`src/rtl/gpio_bank_pkg.sv`:
```
package gpio_bank_pkg;
    localparam int LINES  = 32;
    localparam int AW     = 3;
    localparam int SYNC_N = 2;

    typedef logic [LINES-1:0] word_t;

    localparam logic [AW-1:0] RG_DIR    = 3'd0;
    localparam logic [AW-1:0] RG_ODRAIN = 3'd1;
    localparam logic [AW-1:0] RG_DATA   = 3'd2;
    localparam logic [AW-1:0] RG_EVENT  = 3'd3;
    localparam logic [AW-1:0] RG_MASK   = 3'd4;
    localparam logic [AW-1:0] RG_SENSE  = 3'd5;
    localparam logic [AW-1:0] RG_INEN   = 3'd6;

    typedef enum logic {
        BUS_IDLE = 1'b0,
        BUS_RESP = 1'b1
    } bus_state_e;

    // Converts between line order and register order (bit i <-> bit LINES-1-i).
    function automatic word_t flip_lines(input word_t v);
        word_t r;
        for (int i = 0; i < LINES; i++) begin
            r[i] = v[LINES-1-i];
        end
        return r;
    endfunction
endpackage

```
`src/rtl/gpio_sync_chain.sv`:
```
module gpio_sync_chain #(
    parameter int W      = 32,
    parameter int STAGES = 2
) (
    input  logic         clk,
    input  logic         rst_n,
    input  logic [W-1:0] d,
    output logic [W-1:0] q,
    output logic [W-1:0] q_prev
);
    localparam int DEPTH = STAGES + 1;

    logic [DEPTH-1:0][W-1:0] stg;

    always_ff @(posedge clk or negedge rst_n) begin
        if (!rst_n) begin
            stg <= '0;
        end else begin
            stg[0] <= d;
            for (int s = 1; s < DEPTH; s++) begin
                stg[s] <= stg[s-1];
            end
        end
    end

    assign q      = stg[STAGES-1];
    assign q_prev = stg[STAGES];
endmodule

```
`src/rtl/gpio_event_bank.sv`:
```
module gpio_event_bank #(
    parameter int W = 32
) (
    input  logic         clk,
    input  logic         rst_n,
    input  logic [W-1:0] cur,
    input  logic [W-1:0] prev,
    input  logic [W-1:0] fall_only,
    input  logic         clr_en,
    input  logic [W-1:0] clr_bits,
    output logic [W-1:0] evt
);
    logic [W-1:0] hit;
    logic [W-1:0] keep;

    generate
        for (genvar b = 0; b < W; b++) begin : g_bit
            logic falling;
            logic rising;
            assign falling = prev[b] & ~cur[b];
            assign rising  = cur[b] & ~prev[b];
            assign hit[b]  = falling | (rising & ~fall_only[b]);
            assign keep[b] = ~(clr_en & clr_bits[b]);
        end
    endgenerate

    always_ff @(posedge clk or negedge rst_n) begin
        if (!rst_n) begin
            evt <= '0;
        end else begin
            evt <= (evt & keep) | hit;
        end
    end
endmodule

```
`src/rtl/gpio_pad_drive.sv`:
```
module gpio_pad_drive #(
    parameter int W = 32
) (
    input  logic [W-1:0] dir,
    input  logic [W-1:0] odrain,
    input  logic [W-1:0] level,
    output logic [W-1:0] pin_out,
    output logic [W-1:0] pin_oe
);
    generate
        for (genvar n = 0; n < W; n++) begin : g_line
            localparam int B = W - 1 - n;
            always_comb begin
                unique case ({dir[B], odrain[B]})
                    2'b10: begin
                        pin_out[n] = level[B];
                        pin_oe[n]  = 1'b1;
                    end
                    2'b11: begin
                        pin_out[n] = 1'b0;
                        pin_oe[n]  = ~level[B];
                    end
                    default: begin
                        pin_out[n] = 1'b0;
                        pin_oe[n]  = 1'b0;
                    end
                endcase
            end
        end
    endgenerate
endmodule

```
`src/rtl/gpio_bus_fsm.sv`:
```
module gpio_bus_fsm (
    input  logic clk,
    input  logic rst_n,
    input  logic sel,
    output logic accept,
    output logic ready
);
    import gpio_bank_pkg::*;

    bus_state_e state_q;
    bus_state_e state_d;

    always_comb begin
        state_d = state_q;
        unique case (state_q)
            BUS_IDLE: if (sel) state_d = BUS_RESP;
            BUS_RESP: state_d = BUS_IDLE;
            default:  state_d = BUS_IDLE;
        endcase
    end

    always_ff @(posedge clk or negedge rst_n) begin
        if (!rst_n) state_q <= BUS_IDLE;
        else        state_q <= state_d;
    end

    always_comb begin
        accept = 1'b0;
        ready  = 1'b0;
        unique case (state_q)
            BUS_IDLE: accept = sel;
            BUS_RESP: ready  = 1'b1;
            default: ;
        endcase
    end
endmodule

```
`src/rtl/gpio_irq_bank.sv`:
```
module gpio_irq_bank
    import gpio_bank_pkg::*;
#(
    parameter int W  = gpio_bank_pkg::LINES,
    parameter int AW = gpio_bank_pkg::AW
) (
    input  logic          clk,
    input  logic          rst_n,
    input  logic          bus_sel,
    input  logic          bus_we,
    input  logic [AW-1:0] bus_addr,
    input  logic [W-1:0]  bus_wdata,
    output logic [W-1:0]  bus_rdata,
    output logic          bus_ready,
    input  logic [W-1:0]  pin_in,
    output logic [W-1:0]  pin_out,
    output logic [W-1:0]  pin_oe,
    output logic          irq
);
    logic [W-1:0] dir_q, od_q, dat_q, ibe_q, mask_q, sense_q, evt_q;
    logic [W-1:0] sync_line, prev_line;
    logic [W-1:0] sync_reg, prev_reg, data_view, rd_mux;
    logic         accept, wr_acc, evt_clr_en;

    gpio_bus_fsm i_fsm (
        .clk    (clk),
        .rst_n  (rst_n),
        .sel    (bus_sel),
        .accept (accept),
        .ready  (bus_ready)
    );

    gpio_sync_chain #(.W(W), .STAGES(SYNC_N)) i_sync (
        .clk    (clk),
        .rst_n  (rst_n),
        .d      (pin_in),
        .q      (sync_line),
        .q_prev (prev_line)
    );

    assign sync_reg = flip_lines(sync_line);
    assign prev_reg = flip_lines(prev_line);

    assign wr_acc     = accept & bus_we;
    assign evt_clr_en = wr_acc & (bus_addr == RG_EVENT);

    gpio_event_bank #(.W(W)) i_evt (
        .clk       (clk),
        .rst_n     (rst_n),
        .cur       (sync_reg),
        .prev      (prev_reg),
        .fall_only (sense_q),
        .clr_en    (evt_clr_en),
        .clr_bits  (bus_wdata),
        .evt       (evt_q)
    );

    always_ff @(posedge clk or negedge rst_n) begin
        if (!rst_n) begin
            dir_q   <= '0;
            od_q    <= '0;
            dat_q   <= '0;
            ibe_q   <= '0;
            mask_q  <= '0;
            sense_q <= '0;
        end else if (wr_acc) begin
            case (bus_addr)
                RG_DIR:    dir_q   <= bus_wdata;
                RG_ODRAIN: od_q    <= bus_wdata;
                RG_DATA:   dat_q   <= bus_wdata;
                RG_MASK:   mask_q  <= bus_wdata;
                RG_SENSE:  sense_q <= bus_wdata;
                RG_INEN:   ibe_q   <= bus_wdata;
                default: ;
            endcase
        end
    end

    assign data_view = ((sync_reg & ibe_q) & ~dir_q) | (dat_q & dir_q);

    always_comb begin
        case (bus_addr)
            RG_DIR:    rd_mux = dir_q;
            RG_ODRAIN: rd_mux = od_q;
            RG_DATA:   rd_mux = data_view;
            RG_EVENT:  rd_mux = evt_q;
            RG_MASK:   rd_mux = mask_q;
            RG_SENSE:  rd_mux = sense_q;
            RG_INEN:   rd_mux = ibe_q;
            default:   rd_mux = '0;
        endcase
    end

    always_ff @(posedge clk or negedge rst_n) begin
        if (!rst_n)      bus_rdata <= '0;
        else if (accept) bus_rdata <= rd_mux;
    end

    gpio_pad_drive #(.W(W)) i_pad (
        .dir     (dir_q),
        .odrain  (od_q),
        .level   (dat_q),
        .pin_out (pin_out),
        .pin_oe  (pin_oe)
    );

    assign irq = |(evt_q & mask_q);
endmodule

```
`config.mk`:
```
export PLATFORM = sky130hd
export DESIGN_NAME = gpio_irq_bank
export DESIGN_NICKNAME = d
export VERILOG_FILES = /design/src/rtl/gpio_bank_pkg.sv /design/src/rtl/gpio_sync_chain.sv /design/src/rtl/gpio_event_bank.sv /design/src/rtl/gpio_pad_drive.sv /design/src/rtl/gpio_bus_fsm.sv /design/src/rtl/gpio_irq_bank.sv
export SDC_FILE = /design/constraint.sdc
export NUM_CORES = 1
export LEC_CHECK = 0
export BUFFER_PORTS_ARGS = -buffer_cell sky130_fd_sc_hd__buf_2
export CAP_MARGIN = 0
export CORE_UTILIZATION = 58
export CTS_CLUSTER_SIZE = 28
export DETAILED_ROUTE_END_ITERATION = 8
export PLACE_DENSITY_LB_ADDON = 0.05
export SLEW_MARGIN = 20
export SYNTH_ARGS = -nofsm -noshare
export SYNTH_HDL_FRONTEND = slang
export SYNTH_SLANG_ARGS = --single-unit
```
`constraint.sdc`:
```
create_clock -name clk -period 2.6 [get_ports clk]
set_clock_uncertainty 0.2 [all_clocks]
set_input_delay 0.39 -clock clk [delete_from_list [all_inputs] [get_ports clk]]
set_output_delay 0.39 -clock clk [all_outputs]
set_load 0.05 [all_outputs]
```
# Word level (Yosys, flattened, before mapping)
# Cells that the tools add are included.
# totals
ff_bits	353
input_bits	71
output_inout_bits	98
# classes
eq_ne	70
muxes	69
bitwise_logic	331
reduce_logical	8
# ops
op	count
$pmux 32 s7	1
$not 1->1	161
$and 32x32->32	5
$and 1x1->1	130
$eq 2x2->1 const B	64
$pmux 1 s2	33
$or 32x32->32	2
$mux 1	35
$not 32->32	1
$or 1x1->1	32
$reduce_or 32->1	1
$reduce_and 2->1	6
$eq 3x3->1 const B	3
$eq 3x2->1 const B	2
$eq 3x1->1 const B	1
$logic_not 3->1	1

# Logic depth before layout (Yosys ltp)
# Gate-level depths: netlist of run 1.
# logic_depth
depth_word	7
mapped_depth	8
mapped_depth_nobuf	5

# Hierarchy
# Synthesis of run 1 repeated with hierarchy kept, for this count alone.
# unflattened
hier_cells	1198
hier_area_um2	15661.3
# modules_own_cells
module	n_inst	cells_each	area_each_um2	seq_area_each_um2
gpio_irq_bank	1	809	10583.9	5605.4
gpio_sync_chain	1	160	2882.8	2402.3
gpio_event_bank	1	163	1635.3	800.8
gpio_pad_drive	1	64	520.5	0.0
gpio_bus_fsm	1	2	38.8	25.0

# Worst setup path before layout of run 1
# No wires, ideal clock.
# synth_timing
kind	register to register
from	register i_fsm.state_q
to	register ibe_q[11]
setup_ns	0.125
t_arrival_ns	1.956
setup_slack_ns	0.319
stages_incl_launch_ff	8
synth_period_minus_slack_ns	2.281
path_cell_list	dfrtp_1 nand2b_1 buf_2 nor3b_2 and3_1 buf_2 buf_4 mux2_2
# synth_via
elab_chain_len	3
# synth_rtl
item	line	text
start, declared	gpio_bus_fsm.sv:10	bus_state_e state_q;
start signal, assigned	gpio_bus_fsm.sv:24	else state_q <= state_d;
$mux 1	gpio_bus_fsm.sv:30	unique case (state_q)
$and 1x1->1	gpio_irq_bank.sv:44	assign wr_acc = accept & bus_we;
$reduce_and 2->1 (no source line)	n/a	
end signal, assigned	gpio_irq_bank.sv:73	RG_INEN: ibe_q <= bus_wdata;
end, declared	gpio_irq_bank.sv:20	logic [W-1:0] dir_q, od_q, dat_q, ibe_q, mask_q, sense_q, evt_q;
# Every way passes these cells.
# A chain may end at the register's enable or synchronous reset.

# Final worst setup path of run 1
# layout_timing
from	register mask_q[16]
to	output irq
# layout_via
elab_chain_len	2
# layout_rtl
item	line	text
start, declared	gpio_irq_bank.sv:20	
start signal, assigned	gpio_irq_bank.sv:71	RG_MASK: mask_q <= bus_wdata;
$and 32x32->32	gpio_irq_bank.sv:107	assign irq = |(evt_q & mask_q);
$reduce_or 32->1	gpio_irq_bank.sv:107	
end, declared	gpio_irq_bank.sv:18	output logic irq
# Every way passes these cells.

==> results.py, run 1 <==
metrics = {
    "run_status": {
        "status": "complete, but fails checks",
        "violations": "setup timing",
    },
    "cts": {
        "htree_levels": 2,
        "clock_path_buffers": 3,
        "cts.clk_slew.worst_paths_ns": 0.06,
        "clock-sinks": 353,
        "cts-buffers-inserted": 38,
        "clock-root-buffer": "clkbuf_16",
        "tritoncts": "built",
        "worstSkewPairLatency_ns": 0.52,
    },
    "critical_path": {
        "reg2reg_to": "ibe_q[15]",
        "crit_type": "reg2out",
        "rr_worst_depth": 5,
        "reg2reg_slack_ns": 0.47,
        "worstPathArrival_ns": 2.13,
        "worstSetupStartpointType": "flop",
        "crit_required_ns": 2.01,
        "end_kind": "output pin",
        "cp_max_fo": 2,
        "r2r_start": "i_fsm.state_q",
    },
    "detailed_routing": {
        "dr.pass1.iters": 7,
        "vias": 9989,
        "avgRoutedWirePerCell_um": 21.8,
        "drt-vias-per-instance": 6.04,
        "drtIter0Drc": 698,
        "drc": 0,
        "wl_um": 36100,
        "antenna_left": 0,
    },
    "final_layout": {
        "multi_input_area_sq_um": 5420,
        "final_cells": 1655,
        "n_fill_cell": 1640,
        "area_growth_pct": 22.6,
        "final-seq-area_sq_um": 8830,
        "drive_above_1_share": 0.361,
        "fin_nets": 1375,
    },
    "logic_synthesis": {
        "yosysUniqueCellTypes": 36,
        "syn_avg_cell_area_sq_um": 13.8,
        "yosys_warnings": 0,
        "synth_top_family_by_area": "multiplexers",
        "synth_nets": 1131,
        "seq_area_frac_synth": 0.605,
        "syn_area_sq_um": 14600,
        "synth_xor_area_frac": 0,
        "synthCells": 1060,
        "synth-simple-area-share": 0.0594,
        "synth-compound-area-share": 0.111,
        "synthMuxAreaShare": 0.197,
        "synthAdderAreaFrac": 0,
        "ys_seq_elements": 353,
    },
    "pwr": {
        "p_per_area_nw_per_um2": 900,
        "ir_drop_mv": 0.605,
        "leakage_nw": 8.17,
    },
    "floorplan": {
        "core.rowCount": 57,
        "start_util": 0.595,
        "die_area_sq_um": 25800,
        "die_w_um": 161,
        "io_pins": 169,
        "die_h_um": 161,
        "core_area_sq_um": 24500,
    },
    "timing": {
        "finalWorstSetupSlack_ns": -0.121,
        "worst-slew-pin-transition_ns": 0.463,
        "min_period_over_period": 1.05,
        "drv_slew": 0,
        "finalHoldViolations": 0,
        "relSlewSlack": 0.692,
        "setup_viol": 1,
        "period_needed_ns": 2.72,
        "fmax_mhz": 367,
        "grt_setup_unrepaired": "true",
    },
    "min_path": {
        "hold_class": "in2reg",
        "min_from": "bus_wdata[10]",
        "holdPathStages": 2,
        "min_to": "dir_q[10]",
    },
    "global_route": {
        "grt_pass1_vias": 10100,
        "grt_max_degree": 86,
        "grt_overflow_total": 0,
        "antenna_found_initial": 1,
        "grt.total_usage": 0.290,
        "grt_pass1_wl_um": 57500,
    },
    "placement": {
        "gp_congestion": 0.815,
        "dpl.hpwl_um": 23000,
        "pre_cts_ws_ns": 0.225,
        "io_buffers": 168,
        "place_inst": 1532,
    },
    "run": {
        "maxCapViolations": 0,
    },
}
-- power by group --
group | total, mW | internal (mW) | leakage [nW] | switching (mW)
logic | 3.47 | 1.41 | 3.32 | 2.06
registers | 7.16 | 6.39 | 4.23 | 0.767
clock network | 5.47 | 3.32 | 0.623 | 2.16
-- layer usage --
metal / vias to the layer above / part of all wire / GRT usage / routed length (um)
li1: 4411 / - / - / -
met1: 5121 / 0.44 / 0.428 / 15900
met2: 381 / 0.46 / 0.443 / 16700
met3: 76 / 0.070 / 0.0501 / 2520
met4: 0 / 0.026 / 0.0918 / 935
met5: - / 0 / 0 / 0
-- through the flow --
step           setup TNS [ns]  instance area (sq um)  total power, mW   util  hold slack, ns
4_1_cts                -0.123                  17900             16.2  0.728         0.00140
3_3_place_gp                0                  16000             10.5  0.653           0.132
3_5_place_dp                0                  16000             10.6  0.653           0.135
2_1_floorplan               0                  14600             9.51      -          -0.106
6_report               -0.121                  17900             16.1  0.729         0.00489
5_1_grt                -0.132                  17900             16.8  0.729         0.00709
-- sequential cells by signal (all words and copies together), names as in the netlist --
register	count
i_sync.q_prev	32
i_sync.stg	32
i_fsm.state_q	1
dir_q	32
sense_q	32
mask_q	32
od_q	32
i_sync.q	32
ibe_q	32
i_evt.evt	32
dat_q	32
bus_rdata	32
-- final cells by class --
class / instances / area share
Sequential cell: 353 / 0.494
Multi-Input combinational cell: 619 / 0.303
Timing Repair Buffer: 257 / 0.102
Clock buffer: 50 / 0.0602
Tap cell: 324 / 0.0227
Clock inverter: 16 / 0.0109
Inverter: 35 / 0.00734
Antenna cell: 1 / 0.000140
-- layout by cell type (no fill, tap or decap), types with 4 or more instances in the layout --
cell	instances
nor3_1	32
clkbuf_8	6
dfrtp_1	353
mux2_1	25
nand2_1	68
clkbuf_16	39
nand4_1	5
a22o_1	30
o21ai_0	54
bufinv_16	4
inv_1	34
dlygate4sd3_1	53
a22oi_2	8
a221o_1	62
buf_4	24
a21boi_0	32
buf_12	13
mux2_2	168
nor2b_1	34
buf_2	165
clkbuf_1	5
nor2_1	34
o21ai_1	8
clkinv_2	7
mux4_2	31
a22oi_1	8
-- cell usage after synthesis --
master	count	area share
dfrtp_1	353	0.61
mux2_2	168	0.13
nand2_1	68	0.017
a221o_1	62	0.043
o21ai_0	54	0.019
inv_1	34	0.0087
nor2_1	34	0.0087
nor2b_1	34	0.015
a21boi_0	32	0.016
nor3_1	32	0.011
mux4_2	31	0.048
a22o_1	30	0.018
mux2_1	25	0.019
clkbuf_1	22	0.0057
buf_2	21	0.0072
a22oi_1	16	0.0082
o21ai_1	8	0.0027
buf_4	6	0.0031
nand4_1	5	0.0021
buf_6	4	0.0031
a21oi_1	2	0.00069
a31oi_1	2	0.00086
and3_1	2	0.00086
nand3_1	2	0.00069
o22ai_1	2	0.00086
a2bb2oi_1	1	0.00060
and4_1	1	0.00060
inv_2	1	0.00026
nand2b_1	1	0.00043
nand3b_1	1	0.00051
nand4b_1	1	0.00060
nor2_2	1	0.00043
nor3b_2	1	0.00086
o211ai_1	1	0.00051
o2bb2ai_1	1	0.00060
or4_1	1	0.00051
-- logic make-up after synthesis --
logic type,count (synthesis)
multiplexers,224
AND/OR/NAND/NOR,184
flip-flops,353
buffers and inverters,88
AO/OA/AOI/OAI,211
-- worst max-delay path, stage by stage, from the launching register on --
cell and delay, ns:
dfrtp_1 0.40, a22oi_2 0.36, nand4_1 0.20, or4_4 0.47, buf_6 0.17
-- timing repair --
action,CTS,global route
endpoints found under the setup margin,1,1
hold buffers,53,0
setup buffers,2,1
hold endpoints to repair,144,0
gates resized for setup,9,2
pin swaps,5,5
-- how the worst max path moves through the flow --
stage / to / from / cells past startpoint / slack (ns)
2_1_floorplan: ibe_q[11] / i_fsm.state_q / 7 / 0.32
3_3_place_gp: irq / i_evt.evt[4] / 4 / 0.18
3_5_place_dp: irq / i_evt.evt[9] / 4 / 0.23
4_1_cts: irq / mask_q[9] / 4 / -0.12
5_1_grt: irq / i_evt.evt[9] / 4 / -0.13
6_report: irq / mask_q[16] / 4 / -0.12
Note: power is estimated with default switching activity, not from simulation.
==> run 2, diff against run 1 <==
--- a/config.mk
+++ b/config.mk
@@ -7,6 +7,7 @@
 export LEC_CHECK = 0
 export BUFFER_PORTS_ARGS = -buffer_cell sky130_fd_sc_hd__buf_2
 export CAP_MARGIN = 0
+export CORE_ASPECT_RATIO = 2
 export CORE_UTILIZATION = 58
 export CTS_CLUSTER_SIZE = 28
 export DETAILED_ROUTE_END_ITERATION = 8
==> results.py, run 2 (synthesis results as in run 1) <==
metrics = {
    "run_status": {
        "status": "complete, but fails checks",
        "violations": "setup timing",
    },
    "placement": {
        "place_inst": 1539,
        "postPlaceCellArea_sq_um": 16000,
        "pre_cts_ws_ns": 0.123,
        "io_buffers": 168,
        "gp_congestion": 0.801,
        "dpl.hpwl_um": 24000,
    },
    "detailed_routing": {
        "vias": 10100,
        "drtIter0Drc": 728,
        "wl_um": 38100,
        "drc": 0,
        "drt-vias-per-instance": 6.06,
        "dr.pass1.iters": 5,
        "antenna_left": 0,
        "avgRoutedWirePerCell_um": 23.0,
    },
    "global_route": {
        "grt_overflow_total": 0,
        "antenna_found_initial": 0,
        "grt_pass1_wl_um": 58900,
        "grt.total_usage": 0.308,
        "grt_pass1_vias": 10400,
        "grt_max_degree": 66,
    },
    "cts": {
        "clock-sinks": 353,
        "htree_levels": 1,
        "cts-buffers-inserted": 30,
        "worstSkewPairLatency_ns": 0.57,
        "clock_path_buffers": 3,
        "cts.clk_slew.worst_paths_ns": 0.07,
        "clock-root-buffer": "clkbuf_16",
        "tritoncts": "built",
    },
    "timing": {
        "setup_viol": 1,
        "finalHoldViolations": 0,
        "drv_slew": 0,
        "worst-slew-pin-transition_ns": 0.992,
        "fin_tns_setup_ns": -0.221,
        "period_needed_ns": 2.82,
        "relSlewSlack": 0.339,
        "min_period_over_period": 1.09,
        "fin_hold_ws_ns": 0.0930,
        "fmax_mhz": 354,
        "finalWorstSetupSlack_ns": -0.221,
        "grt_setup_unrepaired": "true",
    },
    "final_layout": {
        "drive_above_1_share": 0.349,
        "stdcell_area_sq_um": 17800,
        "n_antenna_cell": 0,
        "area_growth_pct": 21.9,
        "fin_nets": 1378,
        "final_cells": 1659,
        "final_common_cell": "dfrtp_1",
        "n_fill_cell": 1763,
        "layout_common_cells": "353 x dfrtp_1, 168 x mux2_2, 165 x buf_2",
    },
    "critical_path": {
        "cp_max_fo": 2,
        "crit_required_ns": 2.01,
        "r2r_start": "i_fsm.state_q",
        "cp-startpoint": "i_evt.evt[22]",
        "worstPathArrival_ns": 2.23,
        "worstSetupStartpointType": "flop",
        "rr_worst_depth": 5,
        "end_kind": "output pin",
        "crit_type": "reg2out",
    },
    "pwr": {
        "ir_drop_mv": 0.668,
        "leakage_nw": 8.11,
        "p_per_area_nw_per_um2": 875,
    },
    "floorplan": {
        "die_w_um": 114,
        "core.rowCount": 81,
        "die_h_um": 226,
        "io_pins": 169,
        "die_area_sq_um": 25800,
        "start_util": 0.593,
        "core_area_sq_um": 24600,
    },
    "min_path": {
        "holdPathStages": 3,
        "hold_class": "in2reg",
        "min_from": "bus_addr[1]",
    },
    "run": {
        "maxCapViolations": 0,
    },
}
[run 2: worst paths after layout]
path                                  to  slack, ns
setup / recovery                     irq      -0.22
hold / removal             bus_rdata[29]       0.09
setup reg to reg             sense_q[26]       0.30
hold reg to reg             i_sync.q[21]       0.15
max in group asynchronous       dat_q[4]       1.26
min in group asynchronous  i_evt.evt[25]       0.20
[run 2: per-stage QoR]
step	utilization	total power, mW
final	0.722	15.6
after floorplan	-	9.51
after global placement	0.650	10.6
after global routing	0.722	16.2
after detailed placement	0.650	10.6
after CTS	0.721	15.7
[run 2: cell type report]
class                           instances  area, sq um  share of cell area
Timing Repair Buffer                  267         1920               0.108
Inverter                               35          131             0.00738
Sequential cell                       353         8830               0.497
Clock buffer                           42          877              0.0493
Clock inverter                         10          200              0.0113
Multi-Input combinational cell        620         5420               0.304
Tap cell                              332          415              0.0233
[run 2: power by group]
part | internal (mW) | total, mW | switching [mW]
clock | 2.93 | 4.92 | 1.99
sequential | 6.39 | 7.17 | 0.784
combinational | 1.41 | 3.48 | 2.07
[run 2: repair_timing]
action                                  in CTS  in global routing
setup buffers                                0                  1
endpoints found under the setup margin       1                  4
hold buffers                                66                  0
gates resized for setup                      6                  2
hold endpoints to repair                   313                  0
gates cloned                                 0                  1
pin swaps                                    2                  3
[run 2: critical path, cell delays in order (launching register included)]
cell and delay (ns):
dfrtp_1 0.40, a22oi_2 0.28, nand4_1 0.21, or4_4 0.59, buf_6 0.17
[run 2: routing by layer]
layer	routed length (um)	vias up	global-route usage
li1	-	4390	-
met1	14600	5210	0.385
met2	20100	365	0.536
met3	2020	89	0.0414
met4	1380	0	0.129
met5	0	-	0
